### config.mk
export PLATFORM = sky130hd
export DESIGN_NAME = cascade_timer_bank
export DESIGN_NICKNAME = d
export VERILOG_FILES = /design/src/rtl/ctb_pkg.sv /design/src/rtl/ctb_prescaler.sv /design/src/rtl/ctb_edge_sync.sv /design/src/rtl/ctb_down_timer.sv /design/src/rtl/cascade_timer_bank.sv
export SDC_FILE = /design/constraint.sdc
export NUM_CORES = 1
export LEC_CHECK = 0
export BUFFER_PORTS_ARGS = -buffer_cell sky130_fd_sc_hd__buf_2
export CAP_MARGIN = 20
export CORE_ASPECT_RATIO = 1.75
export CORE_MARGIN = 2
export CORE_UTILIZATION = 24
export CTS_BUF_LIST = sky130_fd_sc_hd__clkbuf_8 sky130_fd_sc_hd__clkbuf_16
export DETAILED_ROUTE_END_ITERATION = 10
export PLACE_DENSITY = 0.4
export RECOVER_POWER = 25
export SYNTH_ARGS = -nofsm -noshare
export SYNTH_HDL_FRONTEND = slang
export SYNTH_HIERARCHICAL = 1
export SYNTH_SLANG_ARGS = --single-unit
### constraint.sdc
create_clock -name clk -period 3.7 [get_ports clk]
set_input_delay 0.74 -clock clk [delete_from_list [all_inputs] [get_ports clk]]
set_output_delay 0.74 -clock clk [all_outputs]
set_load 0.01 [all_outputs]
### src/rtl/ctb_pkg.sv
package ctb_pkg;

   localparam int unsigned NUM_TIMERS  = 6;
   localparam int unsigned SEL_W       = 2;
   localparam int unsigned ADDR_MODE_A = 6;
   localparam int unsigned ADDR_MODE_B = 7;

   typedef struct packed {
      logic fast;
      logic mid;
      logic slow;
   } ctb_pre_t;

   function automatic logic is_pow2(input int unsigned v);
      return (v != 0) && ((v & (v - 1)) == 0);
   endfunction

endpackage

### src/rtl/ctb_prescaler.sv
module ctb_prescaler
   import ctb_pkg::*;
#(
   parameter int unsigned DIV_FAST = 2,
   parameter int unsigned DIV_MID  = 16,
   parameter int unsigned DIV_SLOW = 4096
) (
   input  logic     clk,
   input  logic     rst_n,
   input  logic     main_tick,
   input  logic     sub_tick,
   input  logic     base_is_sub,
   output ctb_pre_t pre
);

   localparam int unsigned PW = $clog2(DIV_SLOW);
   localparam logic [PW-1:0] M_FAST = PW'(DIV_FAST - 1);
   localparam logic [PW-1:0] M_MID  = PW'(DIV_MID - 1);
   localparam logic [PW-1:0] M_SLOW = PW'(DIV_SLOW - 1);

   initial begin
      a_div_pow2: assert (is_pow2(DIV_FAST) && is_pow2(DIV_MID) && is_pow2(DIV_SLOW))
         else $error("divider ratios must be powers of two");
      a_div_order: assert (DIV_FAST >= 2 && DIV_FAST <= DIV_MID && DIV_MID <= DIV_SLOW)
         else $error("divider ratios must satisfy 2 <= FAST <= MID <= SLOW");
   end

   logic          base;
   logic [PW-1:0] pcnt;

   assign base = base_is_sub ? sub_tick : main_tick;

   always_ff @(posedge clk or negedge rst_n) begin
      if (!rst_n)    pcnt <= '0;
      else if (base) pcnt <= pcnt + PW'(1);
   end

   always_comb begin
      pre.fast = base && ((pcnt & M_FAST) == M_FAST);
      pre.mid  = base && ((pcnt & M_MID)  == M_MID);
      pre.slow = base && ((pcnt & M_SLOW) == M_SLOW);
   end

   // the taps are nested, a slow tick is always also a mid and fast tick
   a_r10_slow_in_mid: assert property (@(posedge clk) disable iff (!rst_n)
      pre.slow |-> pre.mid);
   a_r10_mid_in_fast: assert property (@(posedge clk) disable iff (!rst_n)
      pre.mid |-> pre.fast);

endmodule

### src/rtl/ctb_edge_sync.sv
module ctb_edge_sync #(
   parameter int unsigned STAGES = 2
) (
   input  logic clk,
   input  logic rst_n,
   input  logic pin,
   output logic rise
);

   initial begin
      a_stages_min: assert (STAGES >= 2)
         else $error("synchronizer needs at least two stages");
   end

   logic [STAGES:0] shreg;

   always_ff @(posedge clk or negedge rst_n) begin
      if (!rst_n) shreg <= '0;
      else        shreg <= {shreg[STAGES-1:0], pin};
   end

   assign rise = shreg[STAGES-1] & ~shreg[STAGES];

   // one pulse per rising edge, never two cycles in a row
   a_r11_single_pulse: assert property (@(posedge clk) disable iff (!rst_n)
      rise |=> !rise);

endmodule

### src/rtl/ctb_down_timer.sv
module ctb_down_timer #(
   parameter int unsigned WIDTH = 8,
   parameter int unsigned SEL_W = 2
) (
   input  logic                 clk,
   input  logic                 rst_n,
   input  logic [2**SEL_W-1:0]  src_opts,
   input  logic [SEL_W-1:0]     sel,
   input  logic                 wr_hit,
   input  logic [WIDTH-1:0]     wdata,
   output logic [WIDTH-1:0]     count,
   output logic                 ovf
);

   logic [WIDTH-1:0] latch;
   logic             tick;

   assign tick = src_opts[sel];

   always_ff @(posedge clk or negedge rst_n) begin
      if (!rst_n) begin
         latch <= '1;
         count <= '1;
         ovf   <= 1'b0;
      end else begin
         ovf <= 1'b0;
         if (wr_hit) begin
            latch <= wdata;
            count <= wdata;
         end else if (tick) begin
            if (count == '0) begin
               count <= latch;
               ovf   <= 1'b1;
            end else begin
               count <= count - WIDTH'(1);
            end
         end
      end
   end

   // a write lands in latch and counter together
   a_r2_write_loads: assert property (@(posedge clk) disable iff (!rst_n)
      wr_hit |=> (count == $past(wdata)) && (latch == $past(wdata)));
   // no overflow out of a write cycle
   a_r4_write_wins: assert property (@(posedge clk) disable iff (!rst_n)
      wr_hit |=> !ovf);
   // a tick on a non-zero counter steps it down by one
   a_r3_step_down: assert property (@(posedge clk) disable iff (!rst_n)
      (tick && !wr_hit && count != '0) |=> (count == $past(count) - WIDTH'(1)) && !ovf);
   // an overflow cycle always shows the reloaded value
   a_r3_reload_value: assert property (@(posedge clk) disable iff (!rst_n)
      ovf |-> (count == latch));
   // without tick or write the counter holds
   a_r3_no_tick_hold: assert property (@(posedge clk) disable iff (!rst_n)
      (!tick && !wr_hit) |=> $stable(count) && !ovf);

endmodule

### src/rtl/cascade_timer_bank.sv
module cascade_timer_bank
   import ctb_pkg::*;
#(
   parameter int unsigned WIDTH       = 8,
   parameter int unsigned ADDR_W      = 4,
   parameter int unsigned DIV_FAST    = 2,
   parameter int unsigned DIV_MID     = 16,
   parameter int unsigned DIV_SLOW    = 4096,
   parameter int unsigned SYNC_STAGES = 2
) (
   input  logic              clk,
   input  logic              rst_n,
   input  logic              main_tick,
   input  logic              sub_tick,
   input  logic              base_is_sub,
   input  logic              pin_a,
   input  logic              pin_b,
   input  logic              bus_wr,
   input  logic [ADDR_W-1:0] bus_addr,
   input  logic [WIDTH-1:0]  bus_wdata,
   output logic [WIDTH-1:0]  bus_rdata,
   output logic [5:0]        irq
);

   localparam int unsigned NT       = NUM_TIMERS;
   localparam int unsigned NOPT     = 2**SEL_W;
   localparam int unsigned MODE_A_W = 4 * SEL_W;
   localparam int unsigned MODE_B_W = (NT - 4) * SEL_W;

   initial begin
      a_width_fits: assert (WIDTH >= MODE_A_W)
         else $error("data width must hold a select register");
      a_addr_fits: assert ((2**ADDR_W) > ADDR_MODE_B)
         else $error("address width too small for the register map");
   end

   ctb_pre_t            pre;
   logic                rise_a, rise_b;
   logic [MODE_A_W-1:0] mode_a;
   logic [MODE_B_W-1:0] mode_b;
   logic [NT-1:0]       ovf;
   logic [NT-1:0]       wr_hit;
   logic [WIDTH-1:0]    count [NT];
   logic [NOPT-1:0]     opts  [NT];
   logic [SEL_W-1:0]    sel   [NT];
   logic                mode_a_wr, mode_b_wr;

   ctb_prescaler #(.DIV_FAST(DIV_FAST), .DIV_MID(DIV_MID), .DIV_SLOW(DIV_SLOW)) u_pre (
      .clk(clk), .rst_n(rst_n), .main_tick(main_tick), .sub_tick(sub_tick),
      .base_is_sub(base_is_sub), .pre(pre)
   );

   ctb_edge_sync #(.STAGES(SYNC_STAGES)) u_sync_a (
      .clk(clk), .rst_n(rst_n), .pin(pin_a), .rise(rise_a)
   );
   ctb_edge_sync #(.STAGES(SYNC_STAGES)) u_sync_b (
      .clk(clk), .rst_n(rst_n), .pin(pin_b), .rise(rise_b)
   );

   // select register writes
   assign mode_a_wr = bus_wr && (bus_addr == ADDR_W'(ADDR_MODE_A));
   assign mode_b_wr = bus_wr && (bus_addr == ADDR_W'(ADDR_MODE_B));

   always_ff @(posedge clk or negedge rst_n) begin
      if (!rst_n) begin
         mode_a <= '0;
         mode_b <= '0;
      end else begin
         if (mode_a_wr) mode_a <= bus_wdata[MODE_A_W-1:0];
         if (mode_b_wr) mode_b <= bus_wdata[MODE_B_W-1:0];
      end
   end

   // per-timer source menus, bit index = select code
   always_comb begin
      opts[0] = {pre.mid, rise_a,   pre.slow, pre.mid};
      opts[1] = {pre.mid, rise_a,   ovf[0],   pre.mid};
      opts[2] = {pre.mid, rise_b,   sub_tick, pre.mid};
      opts[3] = {ovf[2],  sub_tick, pre.fast, pre.mid};
      opts[4] = {pre.mid, ovf[3],   ovf[1],   pre.mid};
      opts[5] = {pre.mid, pre.mid,  ovf[4],   pre.mid};
   end

   generate
      for (genvar k = 0; k < NT; k++) begin : g_tmr
         if (k < 4) begin : g_sel_a
            assign sel[k] = mode_a[k*SEL_W +: SEL_W];
         end else begin : g_sel_b
            assign sel[k] = mode_b[(k-4)*SEL_W +: SEL_W];
         end
         assign wr_hit[k] = bus_wr && (bus_addr == ADDR_W'(k));
         ctb_down_timer #(.WIDTH(WIDTH), .SEL_W(SEL_W)) u_tmr (
            .clk(clk), .rst_n(rst_n), .src_opts(opts[k]), .sel(sel[k]),
            .wr_hit(wr_hit[k]), .wdata(bus_wdata), .count(count[k]), .ovf(ovf[k])
         );
      end
   endgenerate

   always_comb begin
      bus_rdata = '0;
      for (int k = 0; k < NT; k++) begin
         if (bus_addr == ADDR_W'(k)) bus_rdata = count[k];
      end
      if (bus_addr == ADDR_W'(ADDR_MODE_A)) bus_rdata = WIDTH'(mode_a);
      if (bus_addr == ADDR_W'(ADDR_MODE_B)) bus_rdata = WIDTH'(mode_b);
   end

   assign irq = ovf;

   // a select write is visible on the following cycle
   a_r12_mode_a_write: assert property (@(posedge clk) disable iff (!rst_n)
      mode_a_wr |=> mode_a == $past(bus_wdata[MODE_A_W-1:0]));
   // a timer 2 overflow fed from timer 1 needs a timer 1 pulse one cycle earlier
   a_r6_cascade_origin: assert property (@(posedge clk) disable iff (!rst_n)
      ($rose(ovf[1]) && $past(sel[1]) == SEL_W'(1) && !$past(wr_hit[1])) |-> $past(ovf[0]));

endmodule

==> impl_metrics.yaml <==
status:
  status: "complete, but fails checks"
  violations: "capacitance limit, slew limit"
timing:
  max_slew_margin_pct: -75.46
  worst_slew_pin_slew_ns: 2.632
  max_freq_ghz: 0.3170
  whs_ns: 0.3467
  min_period_ns: 3.155
  clock_skew_ns: 0.006614
  tns_ns: 0
  rsz0062_at_grt: "no"
  setup_violations: 0
  slew_violations: 56
  layout_worst_path_cycle_share_pct: 85.26
  setup_ws_ns: 0.5453
  hold_violations: 0
global_route:
  antenna_found_initial: 3
  grt_usage_pct: 14.79
  grt_max_degree: 57
  grt_overflow: 0
  grt_pass1_wl_um: 38260
  grt_use_met3_pct: 3.149
  grt_pass1_vias: 6375
  grtUsageMet2_pct: 26.54
  grt_util_met1_pct: 16.55
  busiest_layer: "met2"
min_path:
  min_path_type: "flop to flop"
  hold_depth: 0
  min_to: "u_sync_a/shreg[1]$_DFF_PN0_"
  min_from: "u_sync_a/shreg[0]$_DFF_PN0_"
detailed_routing:
  post-route-drc-count: 0
  drt_iter0_markers: 364
  wl_um: 24150
  vias: 6122
  ant_nets: 0
  wl_per_cell_um: 19.56
  vias_per_cell: 4.957
  dr.pass1.iters: 5
setup_path:
  critical_path_class: "input port to output pin"
  r2r_start: "u_pre/pcnt[0]$_DFFE_PN0P_"
  critPathMaxFanout: 17
  required_ns: 2.96
  cp-start-kind: "input port"
  arrival_ns: 2.41
  ff2ff_path_depth: 7
  crit_path_end_kind: "output pin"
  reg2reg_to: "g_tmr[4].u_tmr/count[5]$_DFFE_PN1P_"
  regToRegSetupSlack_ns: 0.68
pwr:
  power_density_nw_per_um2: 752.1
  peakVddDrop_mv: 0.2982
  p_leak_nw: 3.694
yosys:
  synth_seq_cells: 132
  async_reset_ff_share_pct: 100.0
  synth-compound-area-share_pct: 18.40
  synth_top_family_by_area: "simple AND/OR/NAND/NOR gates"
  synthAdderAreaFrac_pct: 2.098
  synth_edf_count: 0
  yosys.area_share.simple_pct: 19.11
  syn_inst: 791
  synth_cell_types: 67
  avgSynthCellArea_sq_um: 9.799
  yosysWarnings: 6
  synth_area_sq_um: 7751
  seq_area_frac_synth_pct: 44.16
  synth_flop_cell: "dfstp_2"
  syn_nets: 824
  synth_xor_xnor_area_share_pct: 1.243
  synth_mux_area_share_pct: 9.233
job:
  drv_cap: 1
placement:
  globalplace.congestion: 0.8177
  io_buffers: 33
  post-dp-hpwl_um: 17580
  place_ws_ns: 0.5363
  dpl_cell_area_sq_um: 8347
die:
  die_area_sq_um: 33810
  start_util_pct: 24.22
  core-area_sq_um: 32000
  rows: 87
  die_w_um: 139.9
  pin_count: 34
  dieHeight_um: 241.7
cts:
  ctsHoldBuffers: 0
  clock_sinks: 132
  insertion_delay_ns: 0.44
  numCtsBuffers: 17
  htreeDepth: 4
  cts_tree: "yes"
  clk_pin_slew_ns: 0.06
  cts_buffer_depth: 2
  cts_root_buf: "clkbuf_16"
  postCtsResizedCells: 0
  post_cts_buffers: 0
layout:
  area_growth_pct: 16.90
  final_area_sq_um: 9061
  fin_nets: 854
  drive_above_1_share_pct: 29.14
  fin_util_pct: 28.31
-- registers in the layout, summed over array words and instances, names as in the netlist --
| signal | count |
|---|---|
| u_sync_a/shreg | 3 |
| g_tmr.u_tmr/count | 48 |
| mode_b | 4 |
| u_pre/pcnt | 12 |
| u_sync_b/shreg | 3 |
| g_tmr.u_tmr/ovf | 6 |
| g_tmr.u_tmr/latch | 48 |
| mode_a | 8 |
-- layout make-up --
type | instances | area (sq um)
antenna | 1 | 2.502
clock buffer | 20 | 466.7
clock inverter | 12 | 247.7
fill | 3451 | 22940
inverter | 67 | 251.5
multi-input combinational | 558 | 3897
sequential | 132 | 3423
tap | 400 | 500.5
timing repair buffer | 45 | 271.5
-- report_power, final --
part | switching, mW | internal, mW | leakage (nW) | total (mW)
Sequential | 0.655 | 2.15 | 1.45 | 2.81
Combinational | 1.05 | 0.885 | 1.90 | 1.93
Clock | 0.685 | 1.39 | 0.343 | 2.07
-- through the flow --
stage,power (mW),instances
2_1_floorplan,4.076,791
3_3_place_gp,4.789,1202
3_5_place_dp,4.792,1202
4_1_cts,6.920,1234
5_1_grt,7.274,1235
6_report,6.815,1235
-- cells in the mapped netlist (6+ instances only) --
master    count  share of area, %
and2_1       10              0.81
a221oi_1      7              0.79
o211a_1      10               1.3
nor3_1       26               1.7
clkbuf_1     19              0.92
mux2i_1      13               1.7
nand3_1      27               1.7
o21ai_1      25               1.6
ha_1         13               2.1
o21ai_0      74               4.8
o31ai_1       6              0.58
nor2_1       40               1.9
dfrtp_1      36                12
nor2b_1      13               1.0
mux4_2        6               1.7
mux2_2       40               5.8
xor2_1        9               1.0
nand2b_1     10              0.81
a31oi_1       9              0.73
o22ai_1      11              0.89
inv_1        67               3.2
buf_6         7               1.0
a21oi_1      21               1.4
dfstp_2      96                33
nand2_1      67               3.2
nand4_1       7              0.56
a22oi_1      13               1.3
nor3b_1       7              0.68
-- worst max-delay path, cell delays in order --
cell	delay, ns
buf_2	0.21
or4b_4	0.58
o21ai_0	0.12
a31oi_1	0.07
o21ai_0	0.46
buf_2	0.23
-- worst max path at each step --
stage / endpoint / cells past startpoint / slack, ns / from
3_5_place_dp: g_tmr[4].u_tmr/count[5]$_DFFE_PN1P_ / 7 / 0.54 / sub_tick
2_1_floorplan: g_tmr[5].u_tmr/count[4]$_DFFE_PN1P_ / 8 / 0.94 / base_is_sub
5_1_grt: g_tmr[5].u_tmr/ovf$_DFF_PN0_ / 1 / 0.35 / rst_n
4_1_cts: bus_rdata[5] / 7 / 0.62 / bus_addr[1]
6_report: bus_rdata[0] / 6 / 0.55 / bus_addr[1]
3_3_place_gp: g_tmr[0].u_tmr/count[5]$_DFFE_PN1P_ / 7 / 0.50 / sub_tick
-- metal layers --
layer  wire (um)  vias up
met4         828        4
met1        9713     3016
li1            -     2943
met5          23        -
met2       12790      117
met3         791       42
-- cell families (layout without fill, tap and decap cells) --
kind of cell,Yosys count,in the layout
AND/OR/NAND/NOR,255,255
AO/OA/AOI/OAI,220,220
flip-flops,132,132
buffers and inverters,101,144
multiplexers,59,59
adder cells (fa/ha/maj),13,13
XOR/XNOR,11,11
other,0,1
-- cells in the final DEF (no fill, tap or decap), drive strengths merged, types with 9 or more instances in the layout --
cell type,count
nand3,28
nor2b,15
o211a,10
inv,68
mux2i,13
o22ai,11
nand2b,10
dfstp,96
nor2,42
xor2,9
a31oi,9
a21oi,21
o21ai,99
nand2,68
mux2,40
dfrtp,36
clkbuf,20
ha,13
and2,10
nor3,31
a22oi,13
o311ai,10
buf,44
(Power assumes the default switching activity.)
